`src/rtl/ctx_pkg.sv`:
```
package ctx_pkg;

  localparam logic [7:0] OPC_NOP     = 8'd0;
  localparam logic [7:0] OPC_CALL    = 8'd160;
  localparam logic [7:0] OPC_RET     = 8'd161;
  localparam logic [7:0] OPC_SYSCALL = 8'd162;
  localparam logic [7:0] OPC_SWI     = 8'd192;
  localparam logic [7:0] OPC_IRET    = 8'd193;

  // Action the unit takes for one accepted instruction
  typedef enum logic [2:0] {
    ACT_PASS  = 3'd0,
    ACT_CALL  = 3'd1,
    ACT_RET   = 3'd2,
    ACT_ENTER = 3'd3,
    ACT_IRET  = 3'd4
  } ctx_act_e;

  // Source of the vector table read index
  typedef enum logic [1:0] {
    VS_BOOT    = 2'd0,
    VS_SYSCALL = 2'd1,
    VS_IMM     = 2'd2,
    VS_FAULT   = 2'd3
  } vec_sel_e;

  typedef struct packed {
    ctx_act_e act;
    vec_sel_e vsel;
    logic     fault;
    logic     ld_link;
    logic     ld_all;
  } ctx_dec_t;

endpackage

```
`src/rtl/ctx_decode.sv`:
```
module ctx_decode
  import ctx_pkg::*;
(
  input  logic [7:0] opcode,
  input  logic       user_mode,
  output ctx_dec_t   dec
);

  // Mode bit per opcode: 0 marks an operation reserved to kernel mode
  function automatic logic op_mode(input logic [7:0] op);
    logic m;
    unique case (op)
      OPC_SWI, OPC_IRET: m = 1'b0;
      default:           m = 1'b1;
    endcase
    return m;
  endfunction

  logic denied;

  always_comb begin
    denied      = (op_mode(opcode) == 1'b0) && user_mode;
    dec.act     = ACT_PASS;
    dec.vsel    = VS_SYSCALL;
    dec.fault   = 1'b0;
    dec.ld_link = 1'b0;
    dec.ld_all  = 1'b0;
    if (denied) begin
      dec.act    = ACT_ENTER;
      dec.vsel   = VS_FAULT;
      dec.fault  = 1'b1;
      dec.ld_all = 1'b1;
    end else begin
      unique case (opcode)
        OPC_CALL: begin
          dec.act     = ACT_CALL;
          dec.ld_link = 1'b1;
        end
        OPC_RET: dec.act = ACT_RET;
        OPC_SYSCALL: begin
          dec.act    = ACT_ENTER;
          dec.vsel   = VS_SYSCALL;
          dec.ld_all = 1'b1;
        end
        OPC_SWI: begin
          dec.act    = ACT_ENTER;
          dec.vsel   = VS_IMM;
          dec.ld_all = 1'b1;
        end
        OPC_IRET: dec.act = ACT_IRET;
        default:  dec.act = ACT_PASS;
      endcase
    end
  end

endmodule

```
`src/rtl/ctx_vector_table.sv`:
```
module ctx_vector_table #(
  parameter int XLEN  = 32,
  parameter int DEPTH = 16,
  localparam int IDX_W = $clog2(DEPTH)
) (
  input  logic             clk,
  input  logic             wr_en,
  input  logic [IDX_W-1:0] wr_idx,
  input  logic [XLEN-1:0]  wr_data,
  input  logic [IDX_W-1:0] rd_idx,
  output logic [XLEN-1:0]  rd_data
);

  logic [XLEN-1:0] ent [DEPTH];

  // No reset: contents are loaded by software through the write port
  always_ff @(posedge clk) begin
    for (int k = 0; k < DEPTH; k++) begin
      if (wr_en && (wr_idx == IDX_W'(k))) ent[k] <= wr_data;
    end
  end

  assign rd_data = ent[rd_idx];

endmodule

```
`src/rtl/ctx_save_bank.sv`:
```
module ctx_save_bank #(
  parameter int XLEN = 32
) (
  input  logic            clk,
  input  logic            rst_n,
  input  logic            ld_link,
  input  logic            ld_all,
  input  logic [XLEN-1:0] ip_in,
  input  logic [XLEN-1:0] sp_in,
  input  logic [XLEN-1:0] flg_in,
  output logic [XLEN-1:0] s_ip,
  output logic [XLEN-1:0] s_sp,
  output logic [XLEN-1:0] s_flg
);

  always_ff @(posedge clk or negedge rst_n) begin
    if (!rst_n) begin
      s_ip  <= '0;
      s_sp  <= '0;
      s_flg <= '0;
    end else begin
      if (ld_link || ld_all) s_ip <= ip_in;
      if (ld_all) begin
        s_sp  <= sp_in;
        s_flg <= flg_in;
      end
    end
  end

endmodule

```
`src/rtl/ctx_next.sv`:
```
module ctx_next
  import ctx_pkg::*;
#(
  parameter int XLEN     = 32,
  parameter int USER_BIT = 16,
  parameter int IE_BIT   = 17
) (
  input  ctx_act_e        act,
  input  logic [XLEN-1:0] cur_ip,
  input  logic [XLEN-1:0] cur_sp,
  input  logic [XLEN-1:0] cur_flg,
  input  logic [XLEN-1:0] s_ip,
  input  logic [XLEN-1:0] s_sp,
  input  logic [XLEN-1:0] s_flg,
  input  logic [XLEN-1:0] vec,
  output logic [XLEN-1:0] n_ip,
  output logic [XLEN-1:0] n_sp,
  output logic [XLEN-1:0] n_flg
);

  localparam logic [XLEN-1:0] ENTRY_CLR =
    (XLEN'(1) << USER_BIT) | (XLEN'(1) << IE_BIT);

  always_comb begin
    n_ip  = cur_ip;
    n_sp  = cur_sp;
    n_flg = cur_flg;
    unique case (act)
      ACT_CALL: n_ip = s_ip;
      ACT_RET:  n_ip = s_ip;
      ACT_ENTER: begin
        // SP is reloaded from the slot being written this cycle: cur_sp
        n_ip  = vec;
        n_sp  = cur_sp;
        n_flg = cur_flg & ~ENTRY_CLR;
      end
      ACT_IRET: begin
        n_ip  = s_ip;
        n_sp  = s_sp;
        n_flg = s_flg;
      end
      default: ;
    endcase
  end

endmodule

```
`src/rtl/trap_ctx_ctrl.sv`:
```
module trap_ctx_ctrl
  import ctx_pkg::*;
#(
  parameter int XLEN        = 32,
  parameter int DEPTH       = 16,
  parameter int BOOT_VEC    = 0,
  parameter int SYSCALL_VEC = 6,
  parameter int FAULT_VEC   = 13,
  parameter int USER_BIT    = 16,
  parameter int IE_BIT      = 17
) (
  input  logic                     clk,
  input  logic                     rst_n,
  input  logic                     ins_valid,
  output logic                     ins_ready,
  input  logic [7:0]               ins_opcode,
  input  logic [7:0]               ins_imm,
  input  logic [XLEN-1:0]          cur_ip,
  input  logic [XLEN-1:0]          cur_sp,
  input  logic [XLEN-1:0]          cur_flg,
  input  logic                     vt_wr_en,
  input  logic [$clog2(DEPTH)-1:0] vt_wr_idx,
  input  logic [XLEN-1:0]          vt_wr_data,
  output logic                     nxt_valid,
  output logic [XLEN-1:0]          nxt_ip,
  output logic [XLEN-1:0]          nxt_sp,
  output logic [XLEN-1:0]          nxt_flg,
  output logic                     nxt_fault,
  output logic [XLEN-1:0]          save0,
  output logic [XLEN-1:0]          save1,
  output logic [XLEN-1:0]          save2
);

  localparam int IDX_W = $clog2(DEPTH);

  logic             boot_q;
  logic             fire;
  ctx_dec_t         dec;
  vec_sel_e         vsel;
  logic [IDX_W-1:0] rd_idx;
  logic [XLEN-1:0]  vec;
  logic [XLEN-1:0]  n_ip, n_sp, n_flg;

  assign ins_ready = !boot_q;
  assign fire      = ins_valid && ins_ready;

  ctx_decode u_dec (
    .opcode    (ins_opcode),
    .user_mode (cur_flg[USER_BIT]),
    .dec       (dec)
  );

  assign vsel = boot_q ? VS_BOOT : dec.vsel;

  always_comb begin
    unique case (vsel)
      VS_BOOT:    rd_idx = IDX_W'(BOOT_VEC);
      VS_SYSCALL: rd_idx = IDX_W'(SYSCALL_VEC);
      VS_IMM:     rd_idx = IDX_W'(ins_imm);
      default:    rd_idx = IDX_W'(FAULT_VEC);
    endcase
  end

  ctx_vector_table #(.XLEN(XLEN), .DEPTH(DEPTH)) u_vt (
    .clk     (clk),
    .wr_en   (vt_wr_en),
    .wr_idx  (vt_wr_idx),
    .wr_data (vt_wr_data),
    .rd_idx  (rd_idx),
    .rd_data (vec)
  );

  ctx_save_bank #(.XLEN(XLEN)) u_save (
    .clk     (clk),
    .rst_n   (rst_n),
    .ld_link (fire && dec.ld_link),
    .ld_all  (fire && dec.ld_all),
    .ip_in   (cur_ip),
    .sp_in   (cur_sp),
    .flg_in  (cur_flg),
    .s_ip    (save0),
    .s_sp    (save1),
    .s_flg   (save2)
  );

  ctx_next #(.XLEN(XLEN), .USER_BIT(USER_BIT), .IE_BIT(IE_BIT)) u_next (
    .act     (dec.act),
    .cur_ip  (cur_ip),
    .cur_sp  (cur_sp),
    .cur_flg (cur_flg),
    .s_ip    (save0),
    .s_sp    (save1),
    .s_flg   (save2),
    .vec     (vec),
    .n_ip    (n_ip),
    .n_sp    (n_sp),
    .n_flg   (n_flg)
  );

  always_ff @(posedge clk or negedge rst_n) begin
    if (!rst_n) begin
      boot_q    <= 1'b1;
      nxt_valid <= 1'b0;
      nxt_fault <= 1'b0;
      nxt_ip    <= '0;
      nxt_sp    <= '0;
      nxt_flg   <= '0;
    end else if (boot_q) begin
      boot_q    <= 1'b0;
      nxt_valid <= 1'b1;
      nxt_fault <= 1'b0;
      nxt_ip    <= vec;
    end else if (fire) begin
      nxt_valid <= 1'b1;
      nxt_fault <= dec.fault;
      nxt_ip    <= n_ip;
      nxt_sp    <= n_sp;
      nxt_flg   <= n_flg;
    end else begin
      nxt_valid <= 1'b0;
      nxt_fault <= 1'b0;
    end
  end

endmodule

```
`config.mk`:
```
export PLATFORM = sky130hd
export DESIGN_NAME = trap_ctx_ctrl
export DESIGN_NICKNAME = d
export VERILOG_FILES = /design/src/rtl/ctx_pkg.sv /design/src/rtl/ctx_decode.sv /design/src/rtl/ctx_vector_table.sv /design/src/rtl/ctx_save_bank.sv /design/src/rtl/ctx_next.sv /design/src/rtl/trap_ctx_ctrl.sv
export SDC_FILE = /design/constraint.sdc
export NUM_CORES = 1
export LEC_CHECK = 0
export ABC_AREA = 1
export BUFFER_PORTS_ARGS = -buffer_cell sky130_fd_sc_hd__buf_4
export CORE_UTILIZATION = 35
export CTS_BUF_LIST = sky130_fd_sc_hd__clkbuf_8
export CTS_CLUSTER_SIZE = 30
export DETAILED_ROUTE_END_ITERATION = 10
export GPL_TIMING_DRIVEN = 0
export SYNTH_ARGS = -nofsm -noshare
export SYNTH_HDL_FRONTEND = slang
export SYNTH_SLANG_ARGS = --single-unit
```
`constraint.sdc`:
```
create_clock -name clk -period 3.2 [get_ports clk]
set_clock_uncertainty 0.2 [all_clocks]
set_input_delay 0.96 -clock clk [delete_from_list [all_inputs] [get_ports clk]]
set_output_delay 0.96 -clock clk [all_outputs]
set_load 0.02 [all_outputs]
```
==> flow_summary.toml, run 1 <==
[die]
die_h_um = 293
start_util_pct = 35.4
die_area_um2 = 86000
fp-row-count = 106
core_area_um2 = 83800
die_w_um = 293
ios = 347

[clock_network]
numCtsBuffers = 115
h-tree-depth = 3
root_buffer = "clkbuf_8"
clk_path_buf_depth = 3
cts_tree = "built"
clock_latency_ns = 0.75
cts.sinks = 707
cts.clk_slew.worst_paths_ns = 0.06

[drt]
drtPass1Iterations = 6
dr_total_vias = 23528
wl_mm = 103
drt_first_iter_violations = 2880
ant_nets = 0
wire_per_inst_um = 23.2
vias_per_cell = 5.29
drcViolationCount = 0

[sta]
hold_violations = 0
rsz0062_at_grt = "no"
slew_violations = 0
worst_slew_pin_slew_ns = 1.14
min_period_ns = 3.11
finalSetupViolCount = 0
finalCritPeriodShare_pct = 97.1
relSlewSlack_pct = 24.2
fin_ws_ns = 0.0931
fmax_ghz = 0.322

[setup_path]
cp.arrival_ns = 3.53
end_kind = "flop"
path_class = "flop to flop"
critical_path.startpoint_type = "flop"
reg2reg_slack_ns = 0.09
required_ns = 3.62
path_max_fanout = 10
path_buf_inv = 4
r2r_start = "boot_q$_DFF_PN1_"
crit_top_cell = "nand2_1"
max_stage_delay_ns = 0.51
critPathTopFamily = "buffers and inverters"
reg2reg_depth = 11
crit_slowest_cell = "dfstp_2"
regToRegEndpoint = "nxt_ip[21]$_DFFE_PN0P_"
crit_chain = "buf_2 > inv_2 > nand4_2 > o21ai_1 > inv_1 > buf_2 > nand3_1 > nand3_1 > nand2_1 > nand2_1 > nand2_1"

[power]
powerDensity_nw_per_um2 = 548
max-vdd-ir-drop_uv = 356
leakage_uw = 0.0152

[finish]
fin_util_pct = 43.7
drive_above_1_share_pct = 21.1
area_growth_pct = 23.4
seq_area_um2 = 20300
fill_cells = 8066
multi_input_area_um2 = 8220
final_nets = 3363

[yosys]
ys_seq_area_share_pct = 68.3
synth-seq-cells = 707
postSynthAreaPerCell_um2 = 10.9
netlist_instances = 2713
yosysWarnings = 0
syn-cell-area_um2 = 29700
synth.net_count = 2865
synth_cell_types = 28

[placement]
gp_congestion = 0.872
post-place-ws_ns = -0.767
io_buffers = 342
hpwl_mm = 73.0

[grt]
grt_pass1_vias = 22249
antenna_found_initial = 4
grt.overflow.total = 0
grt_pass1_wl_mm = 149
grt_max_degree = 90
grt_usage_pct = 23.6

[min_path]
min-delay-start = "cur_flg[11]"
hp-class = "input port to flop"
holdPathStages = 2
whs_endpoint = "u_save.s_flg[11]$_DFFE_PN0P_"

[flow_run]
cap_violations = 0

[outcome]
outcome = "complete, no violations"
[timing repair]
item / CTS / global route
buffers inserted: 0 / 0
hold endpoints to repair: 36 / 0
setup endpoints to repair: 25 / 34
hold buffers: 1 / 0
resized for setup: 14 / 44
[registers in the layout, indices dropped and copies added, names as in the netlist]
signal        cells
u_save.s_ip      32
u_save.s_sp      32
u_vt.ent        512
nxt_fault         1
boot_q            1
nxt_sp           32
nxt_valid         1
nxt_ip           32
u_save.s_flg     32
nxt_flg          32
[synth_stat cells (all sizes together)]
library cell  number  share of area [%]
a21oi              4              0.067
a221oi             1              0.030
buf              123                2.1
clkbuf            67               0.85
clkinv             2              0.025
conb               1              0.013
dfrtp            194                 16
dfstp              1              0.089
edfxtp           512                 52
inv              117                1.5
mux2              63                2.4
nand2            564                7.1
nand3            777                 13
nand4              1              0.042
nor2              84                1.1
nor3              10               0.17
nor4               1              0.042
o21ai            191                3.2
[cell families (layout without fill, tap and decap cells)]
kind of cell,Yosys count,in the layout,synth area share (%)
DFF,707,707,68.3
AOI/OAI and AO/OA,196,196,3.33
buffers and inverters,309,906,4.43
muxes,63,63,2.39
and+or+nand+nor,1437,1437,21.6
other,1,4,0.0126
[layout by cell type, fill, tap and decap left out, types with 4 or more instances in the layout]
| master | count |
|---|---|
| clkbuf_8 | 125 |
| buf_16 | 7 |
| inv_2 | 5 |
| buf_4 | 349 |
| nand2_1 | 562 |
| mux2_2 | 15 |
| edfxtp_1 | 512 |
| clkinv_1 | 22 |
| dfrtp_1 | 194 |
| buf_6 | 28 |
| nor2_1 | 75 |
| nor2_4 | 8 |
| bufinv_16 | 4 |
| clkinv_2 | 12 |
| inv_1 | 162 |
| clkbuf_2 | 30 |
| nand3_1 | 776 |
| o21ai_0 | 173 |
| nor3_2 | 8 |
| buf_1 | 12 |
| mux2_1 | 48 |
| buf_2 | 86 |
| clkbuf_1 | 49 |
| o21ai_1 | 17 |
[power breakdown]
| group | internal (uW) | switching (uW) | leakage, uW | total, uW |
|---|---|---|---|---|
| Sequential | 10200 | 203 | 0.00715 | 10400 |
| Combinational | 733 | 1300 | 0.00672 | 2040 |
| Clock | 3910 | 3680 | 0.00131 | 7590 |
| Total | 14900 | 5190 | 0.0152 | 20100 |
[per-layer routing]
metal | global-route usage (%) | part of all wire, % | vias up
li1 | - | - | 10562
met1 | 31.9 | 40 | 11491
met2 | 37.4 | 47 | 1253
met3 | 4.83 | 9.2 | 220
met4 | 8.68 | 3.7 | 2
met5 | 0 | 0.0087 | -
[worst register-to-register path, cell delays in order, from the launching register on]
cell and delay [ns]:
dfstp_2 0.51, buf_2 0.30, inv_2 0.14, nand4_2 0.22
o21ai_1 0.36, inv_1 0.36, buf_2 0.33, nand3_1 0.26
nand3_1 0.14, nand2_1 0.06, nand2_1 0.06, nand2_1 0.05
[area by class of cell]
cell class,count,area share [%]
inverter,119,1.22
buffer,190,2.53
tap,1134,3.87
clock buffer,125,4.70
sequential,707,55.3
timing repair buffer,381,8.60
clock inverter,91,1.33
multi-input combinational,1697,22.4
antenna,3,0.0205
[worst max path at each step]
stage | startpoint | endpoint | cells past startpoint
CTS | boot_q$_DFF_PN1_ | nxt_ip[22]$_DFFE_PN0P_ | 13
finish | boot_q$_DFF_PN1_ | nxt_ip[21]$_DFFE_PN0P_ | 11
global route | boot_q$_DFF_PN1_ | nxt_ip[6]$_DFFE_PN0P_ | 13
floorplan | vt_wr_en | u_vt.ent[8][0]$_DFFE_PP_ | 2
global placement | vt_wr_en | u_vt.ent[15][31]$_DFFE_PP_ | 3
detailed placement | ins_opcode[7] | nxt_ip[19]$_DFFE_PN0P_ | 17
[through the flow]
stage	instances	setup TNS [ns]	hold slack, ns	cell area (um^2)	total power (uW)
after floorplan	2713	-218.14	0.393	29700	11500
after global placement	4189	-1401.62	0.269	33700	12600
final	4447	0	0.247	36600	20100
after CTS	4444	0	0.199	36600	20200
after global routing	4446	0	0.233	36600	20700
after detailed placement	4227	-40.32	0.274	34300	12600
Note: power is estimated with default switching activity, not from simulation.
==> run 2: changes to the inputs <==
--- a/config.mk
+++ b/config.mk
@@ -12,6 +12,7 @@
 export CTS_CLUSTER_SIZE = 30
 export DETAILED_ROUTE_END_ITERATION = 10
 export GPL_TIMING_DRIVEN = 0
+export MAX_ROUTING_LAYER = met4
 export SYNTH_ARGS = -nofsm -noshare
 export SYNTH_HDL_FRONTEND = slang
 export SYNTH_SLANG_ARGS = --single-unit
==> run 2 against run 1 <==
Effect of this change:
- global-route usage grew 0.70 points
- final cell count is essentially flat
- utilization is essentially flat
- sequential power is essentially flat
- worst setup slack lost 0.030 ns
- worst hold slack gained 0.0011 ns
- wire length grew 0.18%
- critical path type unchanged
- critical endpoint unchanged
- highest routed layer is now met4
==> flow_summary.toml, run 2 (same netlist as run 1, synthesis figures left out) <==
[die]
die_h_um = 293
start_util_pct = 35.4
ios = 347
die_area_um2 = 86000
fp-row-count = 106
core_area_um2 = 83800
die_w_um = 293

[power]
power.total_uw = 20100
max-vdd-ir-drop_uv = 358
leakage_uw = 0.0152
powerDensity_nw_per_um2 = 548

[placement]
gp_congestion = 0.886
hpwl_mm = 73.0
io_buffers = 342
place_area_um2 = 34300
place_inst = 4227

[finish]
final_common_cell = "nand3_1"
drive_above_1_share_pct = 21.1
multi_input_area_um2 = 8220
fill_cells = 8065
final_cell_mix = "nand3_1 (776), nand2_1 (562), edfxtp_1 (512)"
seq_area_um2 = 20300
regMostFlops = "u_vt.ent"
largest_reg_flops = 512
fin_area_um2 = 36600
final_nets = 3363
area_growth_pct = 23.5
layoutNonFillerInstCount = 4449

[drt]
vias_per_cell = 5.29
drtPass1Iterations = 7
wire_per_inst_um = 23.3
drt_first_iter_violations = 2941
wl_mm = 104
drcViolationCount = 0
dr_total_vias = 23533
ant_nets = 0

[grt]
grt_usage_pct = 24.3
antenna_found_initial = 4
grt_pass1_wl_mm = 149
grt_pass1_vias = 22179
grt.overflow.total = 0
grt_max_degree = 90

[clock_network]
clock_latency_ns = 0.74
cts.sinks = 707
cts.clk_slew.worst_paths_ns = 0.06
clk_path_buf_depth = 3
h-tree-depth = 3
numCtsBuffers = 115
root_buffer = "clkbuf_8"
cts_tree = "built"
post_cts_buffers = 0

[flow_run]
cap_violations = 0

[setup_path]
path_class = "flop to flop"
regToRegEndpoint = "nxt_ip[21]$_DFFE_PN0P_"
critical_path.startpoint_type = "flop"
required_ns = 3.62
reg2reg_slack_ns = 0.06
end_kind = "flop"
reg2reg_depth = 11
cp.arrival_ns = 3.55
path_max_fanout = 10
r2r_start = "boot_q$_DFF_PN1_"

[sta]
relSlewSlack_pct = 22.6
min_period_ns = 3.14
fmax_ghz = 0.319
hold_violations = 0
setup-tns-final_ns = 0
slew_violations = 0
finalCritPeriodShare_pct = 98.0
holdWs_ns = 0.248
worst_slew_pin_slew_ns = 1.16
finalSetupViolCount = 0

[min_path]
min-delay-start = "cur_flg[11]"
hp-class = "input port to flop"
holdPathStages = 2
whs_endpoint = "u_save.s_flg[11]$_DFFE_PN0P_"

[outcome]
outcome = "complete, no violations"
-- run 2: changes by cell type in the layout (fill, tap and decap cells not counted), sizes merged --
cell / delta
diode: +2
-- run 2: how the worst max path moves through the flow --
stage,start,end,slack [ns]
after floorplan,vt_wr_en,u_vt.ent[8][0]$_DFFE_PP_,-0.85
after global placement,vt_wr_en,u_vt.ent[15][31]$_DFFE_PP_,-3.50
after detailed placement,ins_opcode[7],nxt_ip[19]$_DFFE_PN0P_,-0.77
after CTS,boot_q$_DFF_PN1_,nxt_ip[22]$_DFFE_PN0P_,0.01
after global routing,boot_q$_DFF_PN1_,nxt_ip[6]$_DFFE_PN0P_,-0.001
final,boot_q$_DFF_PN1_,nxt_ip[21]$_DFFE_PN0P_,0.06
-- run 2: metrics by stage --
step                utilization, %  worst slack (ns)
floorplan                        -            -0.852
global placement              40.2             -3.50
detailed placement            41.0            -0.767
CTS                           43.6            0.0104
global route                  43.7          -0.00107
finish                        43.7            0.0635
-- run 2: what timing repair did --
action                     4_1_cts  5_1_grt
hold buffers                     1        0
gates resized for setup         14       44
setup endpoints to repair       25       34
hold endpoints to repair        36        0
-- run 2: cell type report --
| cell class | instances | area share [%] |
|---|---|---|
| multi-input combinational | 1697 | 22.4 |
| clock inverter | 91 | 1.33 |
| timing repair buffer | 381 | 8.60 |
| buffer | 190 | 2.53 |
| inverter | 119 | 1.22 |
| antenna | 5 | 0.0341 |
| clock buffer | 125 | 4.70 |
| tap | 1134 | 3.87 |
| sequential | 707 | 55.3 |
-- run 2: power breakdown --
part | leakage [uW] | switching, uW | internal (uW)
clock network | 0.00131 | 3680 | 3910
registers | 0.00715 | 203 | 10200
logic | 0.00672 | 1300 | 733
total | 0.0152 | 5190 | 14900
-- run 2: layer usage --
layer	wire [um]	global-route usage, %	vias to the layer above
met5	0	-	-
met4	3660	8.38	0
met3	9050	4.64	219
met2	48500	37.5	1189
met1	42400	32.0	11566
li1	-	-	10559
-- run 2: critical path, cell delays in order (launching register included) --
cell     delay, ns
dfstp_2       0.51
buf_2         0.30
inv_2         0.13
nand4_2       0.22
o21ai_1       0.38
inv_1         0.36
buf_2         0.33
nand3_1       0.27
nand3_1       0.14
nand2_1       0.06
nand2_1       0.06
nand2_1       0.05
